<file path="src/rtl/sdma_pkg.sv">
package sdma_pkg;
  localparam int REG_AW    = 3;
  localparam int REG_DW    = 32;
  localparam int BEAT_SH   = 3;
  localparam int LEN_HI    = 11;
  localparam int CNT_LO    = 12;
  localparam int CNT_HI    = 19;
  localparam int SKIP_LO   = 20;
  localparam int SKIP_HI   = 31;
  localparam int BEAT_W    = LEN_HI - BEAT_SH + 1;
  localparam int ROW_W     = CNT_HI - CNT_LO + 1;
  localparam int SKIPA_W   = SKIP_HI - SKIP_LO + 1 - BEAT_SH;
  localparam logic [REG_AW-1:0] OFS_EXT  = 3'd0;
  localparam logic [REG_AW-1:0] OFS_LOC  = 3'd1;
  localparam logic [REG_AW-1:0] OFS_GETS = 3'd2;
  localparam logic [REG_AW-1:0] OFS_PUTS = 3'd3;
  localparam logic [REG_AW-1:0] OFS_STAT = 3'd4;
  localparam int BIT_BUSY  = 2;
  localparam int BIT_FULL  = 3;

  typedef struct packed {
    logic takeNew;
    logic takePend;
    logic fillPend;
    logic stepBeat;
    logic stepRow;
    logic wrExt;
    logic wrLoc;
  } sdmaStrobeT;
endpackage

</file>
<file path="src/rtl/sdma_ctrl.sv">
module sdma_ctrl
  import sdma_pkg::*;
(
  input  logic              clk,
  input  logic              rstN,
  input  logic              regWrEn,
  input  logic [REG_AW-1:0] regAddr,
  input  logic [REG_DW-1:0] regWrData,
  input  logic              extGrant,
  output sdmaStrobeT        strobe,
  output logic              actValid,
  output logic              actDir,
  output logic              pendValid,
  output logic              beatGo
);
  logic [BEAT_W-1:0] beatCnt, beatReload, pendBeats;
  logic [ROW_W-1:0]  rowCnt, pendRows;
  logic              pendDir;
  logic              trig, trigDir, rowEnd, lastBeat, freeNext;

  assign trig     = regWrEn && (regAddr == OFS_GETS || regAddr == OFS_PUTS);
  assign trigDir  = (regAddr == OFS_PUTS);
  assign beatGo   = actValid && extGrant;
  assign rowEnd   = beatGo && (beatCnt == '0);
  assign lastBeat = rowEnd && (rowCnt == '0);
  assign freeNext = !actValid || lastBeat;

  always_comb begin
    strobe          = '0;
    strobe.takeNew  = trig && freeNext && !pendValid;
    strobe.takePend = lastBeat && pendValid;
    strobe.fillPend = trig && !freeNext && !pendValid;
    strobe.stepRow  = rowEnd && !lastBeat;
    strobe.stepBeat = beatGo && !rowEnd;
    strobe.wrExt    = regWrEn && regAddr == OFS_EXT;
    strobe.wrLoc    = regWrEn && regAddr == OFS_LOC;
  end

  always_ff @(posedge clk or negedge rstN) begin
    if (!rstN) begin
      actValid   <= 1'b0;
      actDir     <= 1'b0;
      beatCnt    <= '0;
      beatReload <= '0;
      rowCnt     <= '0;
      pendValid  <= 1'b0;
      pendDir    <= 1'b0;
      pendBeats  <= '0;
      pendRows   <= '0;
    end else begin
      if (strobe.takeNew) begin
        actValid   <= 1'b1;
        actDir     <= trigDir;
        beatCnt    <= regWrData[LEN_HI:BEAT_SH];
        beatReload <= regWrData[LEN_HI:BEAT_SH];
        rowCnt     <= regWrData[CNT_HI:CNT_LO];
      end else if (strobe.takePend) begin
        actDir     <= pendDir;
        beatCnt    <= pendBeats;
        beatReload <= pendBeats;
        rowCnt     <= pendRows;
      end else if (lastBeat) begin
        actValid   <= 1'b0;
      end else if (rowEnd) begin
        beatCnt    <= beatReload;
        rowCnt     <= rowCnt - 1'b1;
      end else if (beatGo) begin
        beatCnt    <= beatCnt - 1'b1;
      end

      if (strobe.fillPend) begin
        pendValid <= 1'b1;
        pendDir   <= trigDir;
        pendBeats <= regWrData[LEN_HI:BEAT_SH];
        pendRows  <= regWrData[CNT_HI:CNT_LO];
      end else if (strobe.takePend) begin
        pendValid <= 1'b0;
      end
    end
  end

  AST_PEND_NEEDS_ACTIVE: assert property (@(posedge clk) disable iff (!rstN)
    pendValid |-> actValid);
  AST_PROMOTE_NO_GAP: assert property (@(posedge clk) disable iff (!rstN)
    (lastBeat && pendValid) |=> (actValid && !pendValid));
  AST_DRAIN_IDLE: assert property (@(posedge clk) disable iff (!rstN)
    (lastBeat && !pendValid && !trig) |=> !actValid);
  AST_FULL_HOLDS: assert property (@(posedge clk) disable iff (!rstN)
    (pendValid && !lastBeat) |=> (pendValid && $stable(pendBeats) && $stable(pendRows)));
  AST_LAUNCH: assert property (@(posedge clk) disable iff (!rstN)
    (trig && !actValid) |=> actValid);
endmodule

</file>
<file path="src/rtl/sdma_path.sv">
module sdma_path
  import sdma_pkg::*;
#(
  parameter int ADDR_W = 32
) (
  input  logic              clk,
  input  logic              rstN,
  input  sdmaStrobeT        strobe,
  input  logic [REG_DW-1:0] regWrData,
  output logic [ADDR_W-1:0] progExt,
  output logic [ADDR_W-1:0] progLoc,
  output logic [ADDR_W-1:0] actExt,
  output logic [ADDR_W-1:0] actLoc
);
  localparam logic [ADDR_W-1:0] BEAT_BYTES = ADDR_W'(1 << BEAT_SH);

  logic [ADDR_W-1:0]  pendExt, pendLoc;
  logic [SKIPA_W-1:0] actSkip, pendSkip;
  logic [ADDR_W-1:0]  wrAligned, skipBytes;

  assign wrAligned = ADDR_W'({regWrData[REG_DW-1:BEAT_SH], {BEAT_SH{1'b0}}});
  assign skipBytes = ADDR_W'({actSkip, {BEAT_SH{1'b0}}});

  always_ff @(posedge clk or negedge rstN) begin
    if (!rstN) begin
      progExt  <= '0;
      progLoc  <= '0;
      pendExt  <= '0;
      pendLoc  <= '0;
      pendSkip <= '0;
      actExt   <= '0;
      actLoc   <= '0;
      actSkip  <= '0;
    end else begin
      if (strobe.wrExt) progExt <= wrAligned;
      if (strobe.wrLoc) progLoc <= wrAligned;

      if (strobe.fillPend) begin
        pendExt  <= progExt;
        pendLoc  <= progLoc;
        pendSkip <= regWrData[SKIP_HI:SKIP_LO+BEAT_SH];
      end

      if (strobe.takeNew) begin
        actExt  <= progExt;
        actLoc  <= progLoc;
        actSkip <= regWrData[SKIP_HI:SKIP_LO+BEAT_SH];
      end else if (strobe.takePend) begin
        actExt  <= pendExt;
        actLoc  <= pendLoc;
        actSkip <= pendSkip;
      end else if (strobe.stepRow) begin
        actExt  <= actExt + BEAT_BYTES + skipBytes;
        actLoc  <= actLoc + BEAT_BYTES;
      end else if (strobe.stepBeat) begin
        actExt  <= actExt + BEAT_BYTES;
        actLoc  <= actLoc + BEAT_BYTES;
      end
    end
  end

  AST_ALIGNED: assert property (@(posedge clk) disable iff (!rstN)
    (actExt[BEAT_SH-1:0] == '0) && (actLoc[BEAT_SH-1:0] == '0));
  AST_LOC_CONTIG: assert property (@(posedge clk) disable iff (!rstN)
    (strobe.stepRow || strobe.stepBeat) |=> (actLoc == $past(actLoc) + BEAT_BYTES));
endmodule

</file>
<file path="src/rtl/strided_dma.sv">
module strided_dma
  import sdma_pkg::*;
#(
  parameter int ADDR_W = 32,
  parameter int DATA_W = 64
) (
  input  logic              clk,
  input  logic              rstN,
  input  logic              regWrEn,
  input  logic [REG_AW-1:0] regAddr,
  input  logic [REG_DW-1:0] regWrData,
  output logic [REG_DW-1:0] regRdData,
  output logic              extReq,
  output logic              extWrite,
  output logic [ADDR_W-1:0] extAddr,
  input  logic              extGrant,
  input  logic [DATA_W-1:0] extRdData,
  output logic [DATA_W-1:0] extWrData,
  output logic [ADDR_W-1:0] locAddr,
  output logic              locWrEn,
  output logic [DATA_W-1:0] locWrData,
  output logic              locRdEn,
  input  logic [DATA_W-1:0] locRdData
);
  sdmaStrobeT        strobe;
  logic              actValid, actDir, pendValid, beatGo;
  logic [ADDR_W-1:0] progExt, progLoc;

  sdma_ctrl i_ctrl (
    .clk(clk), .rstN(rstN), .regWrEn(regWrEn), .regAddr(regAddr),
    .regWrData(regWrData), .extGrant(extGrant), .strobe(strobe),
    .actValid(actValid), .actDir(actDir), .pendValid(pendValid),
    .beatGo(beatGo));

  sdma_path #(.ADDR_W(ADDR_W)) i_path (
    .clk(clk), .rstN(rstN), .strobe(strobe), .regWrData(regWrData),
    .progExt(progExt), .progLoc(progLoc), .actExt(extAddr), .actLoc(locAddr));

  assign extReq    = actValid;
  assign extWrite  = actDir;
  assign locWrEn   = beatGo && !actDir;
  assign locRdEn   = actValid && actDir;
  assign locWrData = extRdData;
  assign extWrData = locRdData;

  always_comb begin
    regRdData = '0;
    case (regAddr)
      OFS_EXT:  regRdData = REG_DW'(progExt);
      OFS_LOC:  regRdData = REG_DW'(progLoc);
      OFS_STAT: begin
        regRdData[BIT_BUSY] = actValid || pendValid;
        regRdData[BIT_FULL] = pendValid;
      end
      default:  regRdData = '0;
    endcase
  end

  AST_IDLE_QUIET: assert property (@(posedge clk) disable iff (!rstN)
    !extReq |-> !(locWrEn || locRdEn));
  AST_ONE_STROBE: assert property (@(posedge clk) disable iff (!rstN)
    $countones({locWrEn, locRdEn}) <= 1);
endmodule

</file>
<file path="config.mk">
export PLATFORM = sky130hd
export DESIGN_NAME = strided_dma
export DESIGN_NICKNAME = d
export VERILOG_FILES = /design/src/rtl/sdma_pkg.sv /design/src/rtl/sdma_ctrl.sv /design/src/rtl/sdma_path.sv /design/src/rtl/strided_dma.sv
export SDC_FILE = /design/constraint.sdc
export NUM_CORES = 1
export LEC_CHECK = 0
export ABC_AREA = 1
export CAP_MARGIN = 20
export CELL_PAD_IN_SITES_DETAIL_PLACEMENT = 1
export CELL_PAD_IN_SITES_GLOBAL_PLACEMENT = 2
export CORE_ASPECT_RATIO = 0.6
export CORE_MARGIN = 3
export CORE_UTILIZATION = 27
export DETAILED_ROUTE_END_ITERATION = 12
export PLACE_DENSITY_LB_ADDON = 0.3
export SETUP_SLACK_MARGIN = 0.05
export SLEW_MARGIN = 5
export SYNTH_ARGS = -nofsm -noshare
export SYNTH_HDL_FRONTEND = slang
export SYNTH_SLANG_ARGS = --single-unit
</file>
<file path="constraint.sdc">
create_clock -name clk -period 2.8 [get_ports clk]
set_input_delay 0.7 -clock clk [delete_from_list [all_inputs] [get_ports clk]]
set_output_delay 0.7 -clock clk [all_outputs]
set_load 0.005 [all_outputs]
</file>
# == Yosys cells after proc, flatten, opt, wreduce, memory -nomap -nowiden ==
# Cells that the tools add are included.
# word_totals
register_bits,245
output_inout_bits,228
in_bits,167
wordCells,94
# classes
eq_ne,6
addsub,5
mux,30
n_reduce_logical,36
# ops
operator,count
$mux 32,8
$mux 9,9
$add 32x4->32 const B,2
$pmux 28 s2,1
$add 32x12->32,1
$mux 8,4
$logic_and 1x1->1,15
$logic_not 9->1,1
$sub 9x1->9 const B,1
$logic_not 8->1,1
$reduce_bool 4->1,2
$sub 8x1->8 const B,1
$mux 1,7
$eq 3x2->1 const B,2
$logic_not 1->1,6
$pmux 2 s3,1
$reduce_and 2->1,3
$reduce_bool 2->1,3
$eq 3x1->1 const B,1
$eq 3x3->1 const B,1
$logic_not 3->1,1
$logic_or 1x1->1,3
$ne 3x1->1 const B,1
$reduce_bool 3->1,1
$ne 2x1->1 const B,1

# == Longest topological paths before layout ==
# Gate-level depths: netlist of run 1.
# depth
ltp_word,8
ltp_mapped,19
depth_no_buf,19

# == By module ==
# From an unflattened synthesis of run 1, not the netlist that was laid out.
# unflattened
cells_unflattened,2062
area_unflattened_um2,15184.6
# by_module_without_submodules
module,n_inst,cells_each,area_each_um2,seq_area_each_um2
sdma_path,1,1415,10672.7,4804.6
sdma_ctrl,1,398,2891.5,1176.1
strided_dma,1,249,1620.3,0.0

# == Worst setup path after synthesis of run 1 ==
# Ideal clock, no wire load.
# synth_path
kind,register -> register
from,reg i_path.actExt[3]
to,reg i_path.actExt[22]
stages_incl_launch_ff,17
slack_ps,268
arrival_ps,2406
n_path_buf,0
path_cell_list,dfrtp_1 > ha_1 > nand2_1 > nor2_1 > nand2_1 > xor2_1 > ha_1 > nand2_1 > nor2_1 > nand3b_1 > nand2_1 > nand2_2 > nor2_1 > nand3_1 > xor2_1 > nand2_1 > a21oi_1
# synth_via
elab_chain_cells,5
# synth_lines
element,line,text
start: declaration,sdma_path.sv:12,"output logic [ADDR_W-1:0] actExt,"
start signal: assignment,sdma_path.sv:45,actExt <= progExt;
start signal: assignment,sdma_path.sv:49,actExt <= pendExt;
start signal: assignment,sdma_path.sv:53,actExt <= actExt + BEAT_BYTES + skipBytes;
$add 32x4->32 (*),"sdma_path.sv:53, sdma_path.sv:56",
$add 32x12->32 or $mux 32 (tied branches),"sdma_path.sv:53, sdma_path.sv:55",
$mux 32 (*),sdma_path.sv:52,end else if (strobe.stepRow) begin
$mux 32 (*),sdma_path.sv:48,end else if (strobe.takePend) begin
$mux 32 (*),sdma_path.sv:44,if (strobe.takeNew) begin
# Every way passes the cells marked *; elsewhere a longest branch is shown, timed or not. The select of a mux whose other input is x is not followed.
# A chain may end at the register's enable or synchronous reset.

# == Worst setup path after layout of run 1 ==
# layout_path
from,reg i_path.actExt[3]
to,reg i_path.actExt[25]
# Same word-level chain as after synthesis.

==> results of run 1 <==
-- per-stage QoR --
step,instances,utilization,TNS [ns],setup slack (ns),instance area (um2)
after global placement,2669,0.317,-15.69,-0.435,16500
after detailed placement,2669,0.317,-18.71,-0.473,16500
after floorplan,1930,-,0,0.268,14500
after global routing,2736,0.345,-0.150,-0.0710,17900
after CTS,2722,0.338,0,0.0498,17500
final,2737,0.345,0,0.0947,17900
-- report_power, final --
group | leakage, uW | total [uW] | internal, uW | switching (uW)
registers | 0.00311 | 3700 | 3610 | 93.2
clock network | 0.000419 | 3580 | 1970 | 1600
logic | 0.00469 | 759 | 199 | 559
-- Yosys cell counts, types with 2 or more instances --
library cell / number / area, um2
nand3b_1: 2 / 15.0
o22ai_1: 31 / 194
inv_1: 187 / 702
nor3_1: 17 / 85.1
o21ai_0: 227 / 1140
clkinv_1: 2 / 7.51
buf_1: 4 / 15.0
a41oi_1: 4 / 35.0
xnor2_1: 8 / 70.1
nor2_4: 10 / 113
nor2_1: 152 / 571
nand3_1: 67 / 335
o21bai_1: 2 / 15.0
nand2_4: 3 / 33.8
buf_6: 2 / 22.5
a21oi_1: 60 / 300
a211oi_1: 11 / 82.6
dfrtp_1: 239 / 5980
o221ai_1: 9 / 78.8
o21ai_1: 12 / 60.1
clkbuf_1: 36 / 135
buf_2: 32 / 160
and2_1: 3 / 18.8
o211ai_1: 15 / 113
ha_1: 13 / 163
buf_4: 139 / 1040
a22oi_1: 11 / 82.6
a31oi_1: 9 / 56.3
nand2_2: 14 / 87.6
nand2_1: 500 / 1880
xor2_1: 48 / 420
a211oi_2: 5 / 62.6
nor4_1: 4 / 25.0
a32oi_1: 2 / 17.5
nand4_1: 15 / 93.8
nor2_2: 8 / 50.1
inv_2: 7 / 26.3
-- area by class of cell --
cell class	instances	area [um2]
multi-input cells	1282	6830
fillers	6245	34000
diodes	1	2.50
clock inverters	11	96.3
repair buffers	279	2650
flip-flops and latches	239	5990
well taps	693	867
clock buffers	36	749
inverters	196	743
-- what timing repair did --
| item | CTS | global route |
|---|---|---|
| gates cloned | 1 | 1 |
| setup endpoints to repair | 70 | 44 |
| pin swaps | 13 | 36 |
| setup buffers | 5 | 13 |
| resized for setup | 90 | 67 |
-- cells by family (layout without fill, tap and decap cells) --
logic type	after synthesis	in the layout
AND/OR/NAND/NOR	802	802
buffers and inverters	409	522
AO/OA/AOI/OAI	402	402
flip-flops	239	239
XOR/XNOR	56	56
adder cells (fa/ha/maj)	14	14
other	1	9
-- state kept, by name (all words and copies together), names as in the netlist --
name               count
i_ctrl.pendValid       1
i_path.progLoc        29
i_path.progExt        29
i_path.pendSkip        9
i_ctrl.actValid        1
i_path.actSkip         9
i_ctrl.pendBeats       9
i_path.actLoc         29
i_path.pendLoc        29
i_ctrl.actDir          1
i_ctrl.beatCnt         9
i_ctrl.beatReload      9
i_path.pendExt        29
i_path.actExt         29
i_ctrl.pendRows        8
i_ctrl.pendDir         1
i_ctrl.rowCnt          8
-- layer usage --
metal | share of wire | global-route usage | up-vias | routed length (um)
met2 | 0.40 | 0.289 | 314 | 23700
met3 | 0.048 | 0.0352 | 65 | 2860
met1 | 0.53 | 0.321 | 6785 | 31100
li1 | - | - | 6281 | -
met5 | 0 | 0 | - | 0
met4 | 0.021 | 0.0449 | 0 | 1260
-- worst paths after layout --
check                                              endpoint                              from  depth (start not counted)
max in group asynchronous     i_path.actExt[17]$_DFFE_PN0P_                              rstN                          2
hold reg to reg            i_ctrl.beatReload[8]$_DFFE_PN0P_  i_ctrl.beatReload[8]$_DFFE_PN0P_                          2
setup / recovery              i_path.actExt[25]$_DFFE_PN0P_      i_path.actExt[3]$_DFFE_PN0P_                         18
min in group clk           i_ctrl.beatReload[8]$_DFFE_PN0P_  i_ctrl.beatReload[8]$_DFFE_PN0P_                          2
setup reg to reg              i_path.actExt[25]$_DFFE_PN0P_      i_path.actExt[3]$_DFFE_PN0P_                         18
hold / removal                i_ctrl.beatCnt[7]$_DFFE_PN0P_                              rstN                          1
==> reports/results.md, run 1 <==
| Step | Item | Value |
|---|---|---|
| route | Average wire per cell in the routed design | 21.5 um |
| sta | Worst Hold Margin | 0.0187 ns |
| route | Detail-routed via count per cell | 4.91 |
| sta | Unrepaired setup endpoints after global routing | yes |
| sta | Number of setup violations in the final report | 0 |
| clock tree | Count of hold-fix buffers inserted at cts | 0 |
| global routing | Maximum number of pins on one net before global-route repair | 77 |
| yosys | Number of warnings reported in the yosys synthesis log | 0 |
| worst setup path | Master of the slowest instance on the critical path | dfrtp_1 |
| sta | Fraction of the cycle the final worst path needs | 0.966 |
| die | Num rows | 64 |
| placement | Total of buffers placed on input and output ports | 127 |
| die | Die height | 185 um |
| worst setup path | Worst setup path class | reg2reg |
| die | Full die area | 0.0564 mm2 |
| sta | Max-slew headroom | 0.657 |
| die | Initial core utilization | 0.278 |
| route | Pre-Repair DR Iteration Count | 5 |
| global routing | Number of antenna violations at the first check in global routing | 2 |
| route | Count of unresolved DRC violations after routing | 0 |
| yosys | Basic-gate share of the synthesized area counting and, or, nand and nor cells | 0.236 |
| global routing | Overall track demand over capacity in global routing | 0.205 |
| pwr | Worst vdd ir | 452 uV |
| clock tree | TritonCTS clock tree | built |
| yosys | Synthesized area per cell | 7.51 um2 |
| yosys | Adder-cell share of the synthesized area | 0.0127 |
| yosys | Post-synthesis mux area share | 0 |
| yosys | Xor and xnor area share after synthesis | 0.0340 |
| cells and area | Leading cell type in the layout, fill and taps excluded | nand2_1 |
| yosys | Post-synthesis compound-gate area fraction | 0.157 |
| route | Initial detailed-routing violation count | 997 |
| sta | Worst setup skew after layout | 0.0313 ns |
| status | Run status | completed |
| clock tree | H-tree depth | 1 |
| route | Post-detailed-route count of antenna-violating nets | 0 |
| sta | F_max | 0.370 GHz |
| yosys | Synth Cell Area | 0.0144 mm2 |
| pwr | Pleak | 0.00822 uW |
| yosys | Post-synth EDFFs | 0 |
| worst setup path | Category of the worst setup path launch point | register |
| yosys | Largest family of logic cells by synthesized area | simple AND/OR/NAND/NOR gates |
| global routing | Number of global-route vias before repair | 13,644 |
| sta | Final hold violation count | 0 |
| worst setup path | Biggest cell delay along the critical path | 0.43 ns |
| pwr | PnR Total Power | 8040 uW |
| placement | Final weighted congestion in routability-driven placement | 0.890 |
| worst setup path | Chain of cells forming the critical path | buf_6 -> inv_4 -> ha_2 -> inv_2 -> fa_2 -> o21ai_2 -> buf_4 -> nand2_1 -> nand2_2 -> nand3_2 -> nand2_4 -> nand2_4 -> nor2_4 -> nand2_1 -> nand2_1 -> nand2_2 -> nand2_1 -> a21oi_1 |
| global routing | Global route overflow | 0 |
| yosys | Instance count of the mapped netlist | 1,923 |
| die | I/O Pins | 395 |
| yosys | Register bit count reported by yosys | 239 |
| clock tree | Number of clock buffers inserted by TritonCTS | 27 |
| route | Routed Wire Length | 58,900 um |
| cells and area | Highest-count cells in the layout ignoring fill and taps | nand2_1 (487), dfrtp_1 (235), o21ai_0 (218) |
| clock tree | Buffer cell driving the clock tree root | clkbuf_16 |
| yosys | Most instantiated flip-flop cell in the synthesis netlist | dfrtp_1 |
| sta | Final Max Slew Viols | 0 |
| clock tree | Insertion delay of the later-clocked pin in the worst-skew pair | 0.57 ns |
| clock tree | Maximum buffer depth of the clock tree | 3 |
| worst setup path | CP Buf/Inv Count | 4 |
| clock tree | Sinks on the clock net | 239 |
| placement | DP Wirelength | 44,700 um |
| sta | Transition time at the pin with the least slew margin | 0.509 ns |
| sta | Final critical delay including setup and external delays | 2.71 ns |
| yosys | Unique cell type count in the Yosys netlist | 50 |
| worst setup path | Worst setup slack for register-to-register paths | 0.09 ns |
| global routing | Wire length of the first global-routing pass | 88,200 um |
| yosys | Async set or reset register ratio after synthesis | 1.00 |
| worst setup path | Critical path arrival | 3.15 ns |
| pwr | Power density of the placed cells | 449 mW/mm2 |
| die | Core Footprint | 0.0519 mm2 |
| route | Vias post-DR | 13,445 |
| worst setup path | Kind of cell with the highest combined delay on the critical path | simple AND/OR/NAND/NOR gates |
| clock tree | Clock-pin slew reported for the worst setup and hold paths after clock tree synthesis | 0.07 ns |
| worst setup path | Most frequent CP cell | nand2_1 |
| worst setup path | Worst-path maximum fanout | 5 |
| flow run | Max-Cap Viols | 0 |
| cells and area | Number of nets in the finished design | 2,206 |
| worst setup path | Required time of the critical path | 3.25 ns |
| cells and area | Share of final-layout standard cells stronger than drive strength 1 | 0.161 |
| yosys | Portion of the post-synthesis area used by sequential elements | 0.414 |
| worst hold path | Worst hold path type | in2async |
| worst setup path | CP Capture Type | register |
| die | Horizontal die dimension | 305 um |
| cells and area | Area added between synthesis and finish | 24.1% |
No activity file was read; power rests on OpenSTA's default activity.
==> run 2, diff against run 1 <==
CORE_UTILIZATION = 36   (was 27)
DONT_BUFFER_PORTS = 1   (was unset)
clock period = 2.85 ns   (was 2.8 ns; I/O delays follow)
==> reports/results.md, run 2 (synthesized netlist as in run 1, its figures left out) <==
| Step | Item | Value |
|---|---|---|
| placement | Final weighted congestion in routability-driven placement | 0.886 |
| sta | Final hold violation count | 207 |
| clock tree | Number of clock buffers inserted by TritonCTS | 26 |
| clock tree | H-tree depth | 1 |
| flow run | Max-Cap Viols | 0 |
| route | Post-detailed-route count of antenna-violating nets | 0 |
| cells and area | Fill cell count | 4,795 |
| die | Initial core utilization | 0.367 |
| sta | Fraction of the cycle the final worst path needs | 0.965 |
| clock tree | Sinks on the clock net | 239 |
| cells and area | Non-filler instance count after layout | 2,416 |
| die | Core Footprint | 0.0393 mm2 |
| global routing | Number of global-route vias before repair | 12,696 |
| global routing | Number of antenna violations at the first check in global routing | 1 |
| placement | Post-DP Area | 0.0147 mm2 |
| status | Violations in the final reports | negative hold slack |
| worst setup path | Worst-path maximum fanout | 4 |
| pwr | Worst vdd ir | 355 uV |
| worst setup path | Category of the worst setup path launch point | register |
| pwr | Power density of the placed cells | 480 mW/mm2 |
| clock tree | TritonCTS clock tree | built |
| route | Average wire per cell in the routed design | 21.6 um |
| clock tree | Buffer cell driving the clock tree root | clkbuf_16 |
| die | I/O Pins | 395 |
| worst setup path | Critical path arrival | 3.23 ns |
| cells and area | Final Core Density | 0.416 |
| sta | F_max | 0.364 GHz |
| global routing | Maximum number of pins on one net before global-route repair | 240 |
| die | Die height | 161 um |
| clock tree | Maximum buffer depth of the clock tree | 3 |
| global routing | Wire length of the first global-routing pass | 78,200 um |
| pwr | Switching Power | 1950 uW |
| pwr | Combinational cell fraction of total power | 0.061 |
| sta | Final critical delay including setup and external delays | 2.75 ns |
| pwr | Proportion of power drawn by the clock network | 0.476 |
| route | Count of unresolved DRC violations after routing | 0 |
| sta | Max-slew headroom | 0.533 |
| route | Routed Wire Length | 52,300 um |
| global routing | Global route overflow | 0 |
| status | Run status | finished, violations left |
| route | Initial detailed-routing violation count | 867 |
| global routing | Overall track demand over capacity in global routing | 0.236 |
| clock tree | Insertion delay of the later-clocked pin in the worst-skew pair | 0.56 ns |
| route | Detail-routed via count per cell | 5.28 |
| clock tree | Clock-pin slew reported for the worst setup and hold paths after clock tree synthesis | 0.07 ns |
| cells and area | Share of final-layout standard cells stronger than drive strength 1 | 0.160 |
| die | Num rows | 56 |
| cells and area | Leading cell type in the layout, fill and taps excluded | nand2_1 |
| die | Full die area | 0.0426 mm2 |
| worst setup path | CP Capture Type | register |
| cells and area | Area added between synthesis and finish | 13.3% |
| cells and area | Number of nets in the finished design | 2,052 |
| die | Horizontal die dimension | 265 um |
| pwr | Pleak | 0.00749 uW |
| sta | Transition time at the pin with the least slew margin | 0.701 ns |
| worst hold path | Worst hold path type | in2async |
| pwr | Internal Power | 5900 uW |
| sta | Unrepaired setup endpoints after global routing | yes |
| worst setup path | Worst setup path class | reg2reg |
| cells and area | Final design area excluding fillers | 0.0164 mm2 |
| route | Pre-Repair DR Iteration Count | 5 |
| sta | Final Max Slew Viols | 0 |
| route | Vias post-DR | 12,756 |
| worst setup path | Required time of the critical path | 3.33 ns |
| placement | Total of buffers placed on input and output ports | 0 |
| sta | Sum of negative setup slack | 0 ns |
| pwr | Sequential group share of total power | 0.462 |
| sta | Number of setup violations in the final report | 0 |
| sta | Worst setup skew after layout | 0.0180 ns |
| cells and area | Highest-count cells in the layout ignoring fill and taps | nand2_1 (486), dfrtp_1 (235), o21ai_0 (218) |
| pwr | Fraction of power spent switching nets | 0.249 |
| sta | Worst Hold Margin | -0.152 ns |
| placement | DP Wirelength | 37,200 um |
| placement | Placed cell count | 2,342 |
[run 2: cell types whose count changed in the layout (fill, tap and decap cells not counted), moves of 4 or more]
cell             before  now
a211oi_1             10    3
a211oi_2              6   11
buf_12               17   12
buf_4               125  103
clkbuf_8              4    8
clkdlybuf4s50_1      93    0
dlygate4sd2_1        31    0
nor2_1              138  142
nor2_2               12    7
[run 2: path summary, 6_finish.rpt]
check | from | endpoint | slack [ns] | cells past startpoint
max in group asynchronous | rstN | i_ctrl.pendRows[1]$_DFFE_PN0P_ | 2.40 | 0
hold / removal | rstN | i_path.actExt[26]$_DFFE_PN0P_ | -0.15 | 0
min in group clk | regWrData[22] | i_path.progExt[22]$_DFFE_PN0P_ | 0.33 | 2
setup / recovery | i_path.actExt[3]$_DFFE_PN0P_ | i_path.actExt[20]$_DFFE_PN0P_ | 0.1 | 17
setup reg to reg | i_path.actExt[3]$_DFFE_PN0P_ | i_path.actExt[20]$_DFFE_PN0P_ | 0.1 | 17
hold reg to reg | i_ctrl.beatReload[0]$_DFFE_PN0P_ | i_ctrl.beatReload[0]$_DFFE_PN0P_ | 0.48 | 2
[run 2: routing by layer]
layer | up-vias | part of all wire | global-route usage
li1 | 5991 | - | -
met1 | 6364 | 0.51 | 0.368
met2 | 342 | 0.41 | 0.334
met3 | 59 | 0.063 | 0.0524
met4 | 0 | 0.012 | 0.0388
met5 | - | 0 | 0
[run 2: through the flow]
stage	setup WS, ns	power (uW)
2_1_floorplan	0.318	4090
3_3_place_gp	-0.135	4140
3_5_place_dp	-0.186	4170
4_1_cts	0.0271	7940
5_1_grt	-0.0554	8170
6_report	0.0993	7850
[run 2: layout make-up]
class	instances	area, um2	area share
well taps	522	653	0.0399
inverters	196	758	0.0464
diodes	3	7.51	0.000459
multi-input cells	1282	6870	0.420
clock inverters	11	136	0.00834
clock buffers	37	793	0.0485
repair buffers	126	1150	0.0706
flip-flops and latches	239	5990	0.366
[run 2: critical path: stages, from the launching register on]
cell and delay, ns:
dfrtp_2 0.44, ha_4 0.19, buf_4 0.15, nor2_4 0.10, nor2_4 0.07, ha_4 0.26
buf_4 0.10, buf_4 0.12, a21oi_2 0.06, o21ai_1 0.22, a21oi_2 0.11, nand2_4 0.12
buf_6 0.11, nand2_2 0.05, nor2_4 0.20, xor2_1 0.16, nand2_1 0.08, a21oi_1 0.14
[run 2: power groups by stage]
stage / registers, uW / logic, uW / clock network (uW)
after floorplan: 3670 / 422 / 0
after global placement: 3680 / 460 / 0
after detailed placement: 3690 / 476 / 0
after CTS: 3630 / 480 / 3830
after global routing: 3650 / 543 / 3980
final: 3630 / 479 / 3740
[run 2: what timing repair did]
action,CTS,global route
endpoints found under the setup margin,36,75
hold endpoints to repair,239,239
resized for setup,30,110
gates cloned,0,2
pin swaps,6,44
setup buffers,3,18
==> run 3, diff against run 2 <==
CORE_UTILIZATION = 32   (was 36)
clock period = 2.5 ns   (was 2.85 ns; I/O delays follow)
==> reports/results.md, run 3 (synthesized netlist as in run 1, its figures left out) <==
| Step | Item | Value |
|---|---|---|
| sta | Transition time at the pin with the least slew margin | 0.534 ns |
| global routing | Number of global-route vias before repair | 13,551 |
| placement | Setup WS pre-CTS | -0.507 ns |
| pwr | Pleak | 0.00846 uW |
| die | Die height | 171 um |
| worst hold path | Worst hold path type | in2async |
| worst setup path | Critical path arrival | 3.12 ns |
| sta | Sum of negative setup slack | -1.46 ns |
| die | Core Footprint | 0.0439 mm2 |
| worst setup path | Worst-path maximum fanout | 4 |
| clock tree | H-tree depth | 1 |
| clock tree | Maximum buffer depth of the clock tree | 3 |
| route | Post-detailed-route count of antenna-violating nets | 0 |
| worst setup path | Chain of cells forming the critical path | buf_6 -> nand3_4 -> nor2_4 -> xor2_2 -> ha_4 -> a21o_1 -> a21boi_4 -> nand2_4 -> nand3_4 -> nand2_4 -> buf_6 -> nand3_4 -> nor2_4 -> buf_4 -> nand2_2 -> nand3_1 -> a22oi_1 |
| sta | Final critical delay including setup and external delays | 2.65 ns |
| cells and area | Ant. Diodes | 0 |
| cells and area | Final Core Density | 0.419 |
| route | Average wire per cell in the routed design | 22.4 um |
| die | Full die area | 0.0478 mm2 |
| worst setup path | Biggest cell delay along the critical path | 0.41 ns |
| cells and area | Final design area excluding fillers | 0.0184 mm2 |
| route | Count of unresolved DRC violations after routing | 0 |
| clock tree | Number of clock buffers inserted by TritonCTS | 26 |
| global routing | Wire length of the first global-routing pass | 84,000 um |
| placement | Final weighted congestion in routability-driven placement | 0.890 |
| die | Num rows | 59 |
| sta | Worst setup skew after layout | 0.0194 ns |
| worst setup path | Master of the slowest instance on the critical path | dfrtp_2 |
| sta | Unrepaired setup endpoints after global routing | yes |
| placement | Total of buffers placed on input and output ports | 0 |
| global routing | Global route overflow | 0 |
| flow run | Max-Cap Viols | 0 |
| placement | Post-DP Area | 0.0153 mm2 |
| clock tree | TritonCTS clock tree | built |
| die | I/O Pins | 395 |
| clock tree | Clock-pin slew reported for the worst setup and hold paths after clock tree synthesis | 0.07 ns |
| route | Vias post-DR | 13,497 |
| cells and area | Leading cell type in the layout, fill and taps excluded | nand2_1 |
| clock tree | Insertion delay of the later-clocked pin in the worst-skew pair | 0.56 ns |
| clock tree | Buffer cell driving the clock tree root | clkbuf_16 |
| die | Initial core utilization | 0.329 |
| sta | Max-slew headroom | 0.644 |
| placement | DP Wirelength | 39,600 um |
| worst setup path | Worst setup path class | reg2reg |
| status | Run status | finished, violations left |
| sta | Worst Hold Margin | -0.233 ns |
| cells and area | Share of final-layout standard cells stronger than drive strength 1 | 0.260 |
| route | Initial detailed-routing violation count | 1,033 |
| cells and area | Highest-count cells in the layout ignoring fill and taps | nand2_1 (468), dfrtp_1 (235), buf_4 (192) |
| worst setup path | Most frequent CP cell | nand3_4 |
| sta | Fraction of the cycle the final worst path needs | 1.06 |
| worst setup path | Category of the worst setup path launch point | register |
| worst setup path | Required time of the critical path | 2.97 ns |
| global routing | Overall track demand over capacity in global routing | 0.228 |
| route | Routed Wire Length | 58,200 um |
| sta | Slack of the critical path | -0.148 ns |
| sta | Number of setup violations in the final report | 23 |
| sta | F_max | 0.378 GHz |
| cells and area | Area added between synthesis and finish | 27.6% |
| worst setup path | Worst setup slack for register-to-register paths | -0.15 ns |
| route | Pre-Repair DR Iteration Count | 5 |
| pwr | PnR Total Power | 8620 uW |
| route | Detail-routed via count per cell | 5.20 |
| status | Violations in the final reports | negative hold slack, negative setup slack |
| sta | Final Max Slew Viols | 0 |
| die | Horizontal die dimension | 280 um |
| global routing | Number of antenna violations at the first check in global routing | 2 |
| worst setup path | CP Capture Type | register |
| pwr | Power density of the placed cells | 468 mW/mm2 |
| pwr | Worst vdd ir | 401 uV |
| clock tree | Sinks on the clock net | 239 |
| sta | Final hold violation count | 239 |
| global routing | Maximum number of pins on one net before global-route repair | 240 |
| cells and area | Number of nets in the finished design | 2,181 |
==> run 3: cell types whose count changed in the layout (fill, tap and decap cells not counted), moves of 17 or more <==
cell | before | now
a21oi_1 | 53 | 31
a21oi_2 | 7 | 26
buf_4 | 103 | 192
nand2_1 | 486 | 468
nor2_1 | 142 | 125
o21ai_0 | 218 | 175
o21ai_1 | 20 | 39
o21ai_2 | 1 | 22
==> run 3: worst paths after layout <==
path | from | to | depth (start not counted)
worst max-delay path | i_path.actExt[3]$_DFFE_PN0P_ | i_path.actExt[23]$_DFFE_PN0P_ | 17
worst min-delay path | rstN | i_path.actExt[28]$_DFFE_PN0P_ | 0
worst max register to register | i_path.actExt[3]$_DFFE_PN0P_ | i_path.actExt[23]$_DFFE_PN0P_ | 17
worst min register to register | i_ctrl.beatReload[5]$_DFFE_PN0P_ | i_ctrl.beatReload[5]$_DFFE_PN0P_ | 2
max in group asynchronous | rstN | i_path.pendSkip[1]$_DFFE_PN0P_ | 0
min in group clk | regWrData[21] | i_path.progLoc[21]$_DFFE_PN0P_ | 2
==> run 3: cell type report <==
cell class / count / area, um2
Clock inverter: 5 / 52.6
Tap cell: 579 / 724
Sequential cell: 239 / 5990
Fill cell: 5167 / 25500
Inverter: 196 / 774
Clock buffer: 42 / 772
Multi-Input combinational cell: 1282 / 7470
Timing Repair Buffer: 255 / 2640
==> run 3: critical path, delay by kind of cell, from the launching register on <==
family / cells / cell delay (ns)
xor+xnor: 1 / 0.21
fa+ha+maj: 1 / 0.24
buf+inv: 3 / 0.39
flops: 1 / 0.41
simple gates: 9 / 0.79
compound gates: 3 / 0.52
==> run 3: metrics by stage <==
step | std cells | hold slack (ns)
finish | 2598 | -0.233
CTS | 2549 | -0.247
global route | 2598 | -0.256
detailed placement | 2467 | 0.345
global placement | 2467 | 0.343
floorplan | 1930 | 0.329
==> run 3: metal layers <==
| layer | up-vias | GRT usage | part of all wire |
|---|---|---|---|
| li1 | 6243 | - | - |
| met1 | 6814 | 0.336 | 0.49 |
| met2 | 383 | 0.337 | 0.42 |
| met3 | 57 | 0.0689 | 0.074 |
| met4 | 0 | 0.0318 | 0.013 |
| met5 | - | 0 | 0 |
==> run 3: where the power goes <==
part | total [uW] | switching (uW) | internal, uW | leakage [uW]
sequential | 4150 | 104 | 4040 | 0.00311
clock | 3890 | 1690 | 2210 | 0.000400
combinational | 578 | 411 | 167 | 0.00496
==> run 3: repair_timing <==
action                                  CTS  global route
setup buffers                            29            39
hold endpoints to repair                239           239
gates resized for setup                 133           215
endpoints found under the setup margin   69            83
gates cloned                              6            12
pin swaps                                56            83
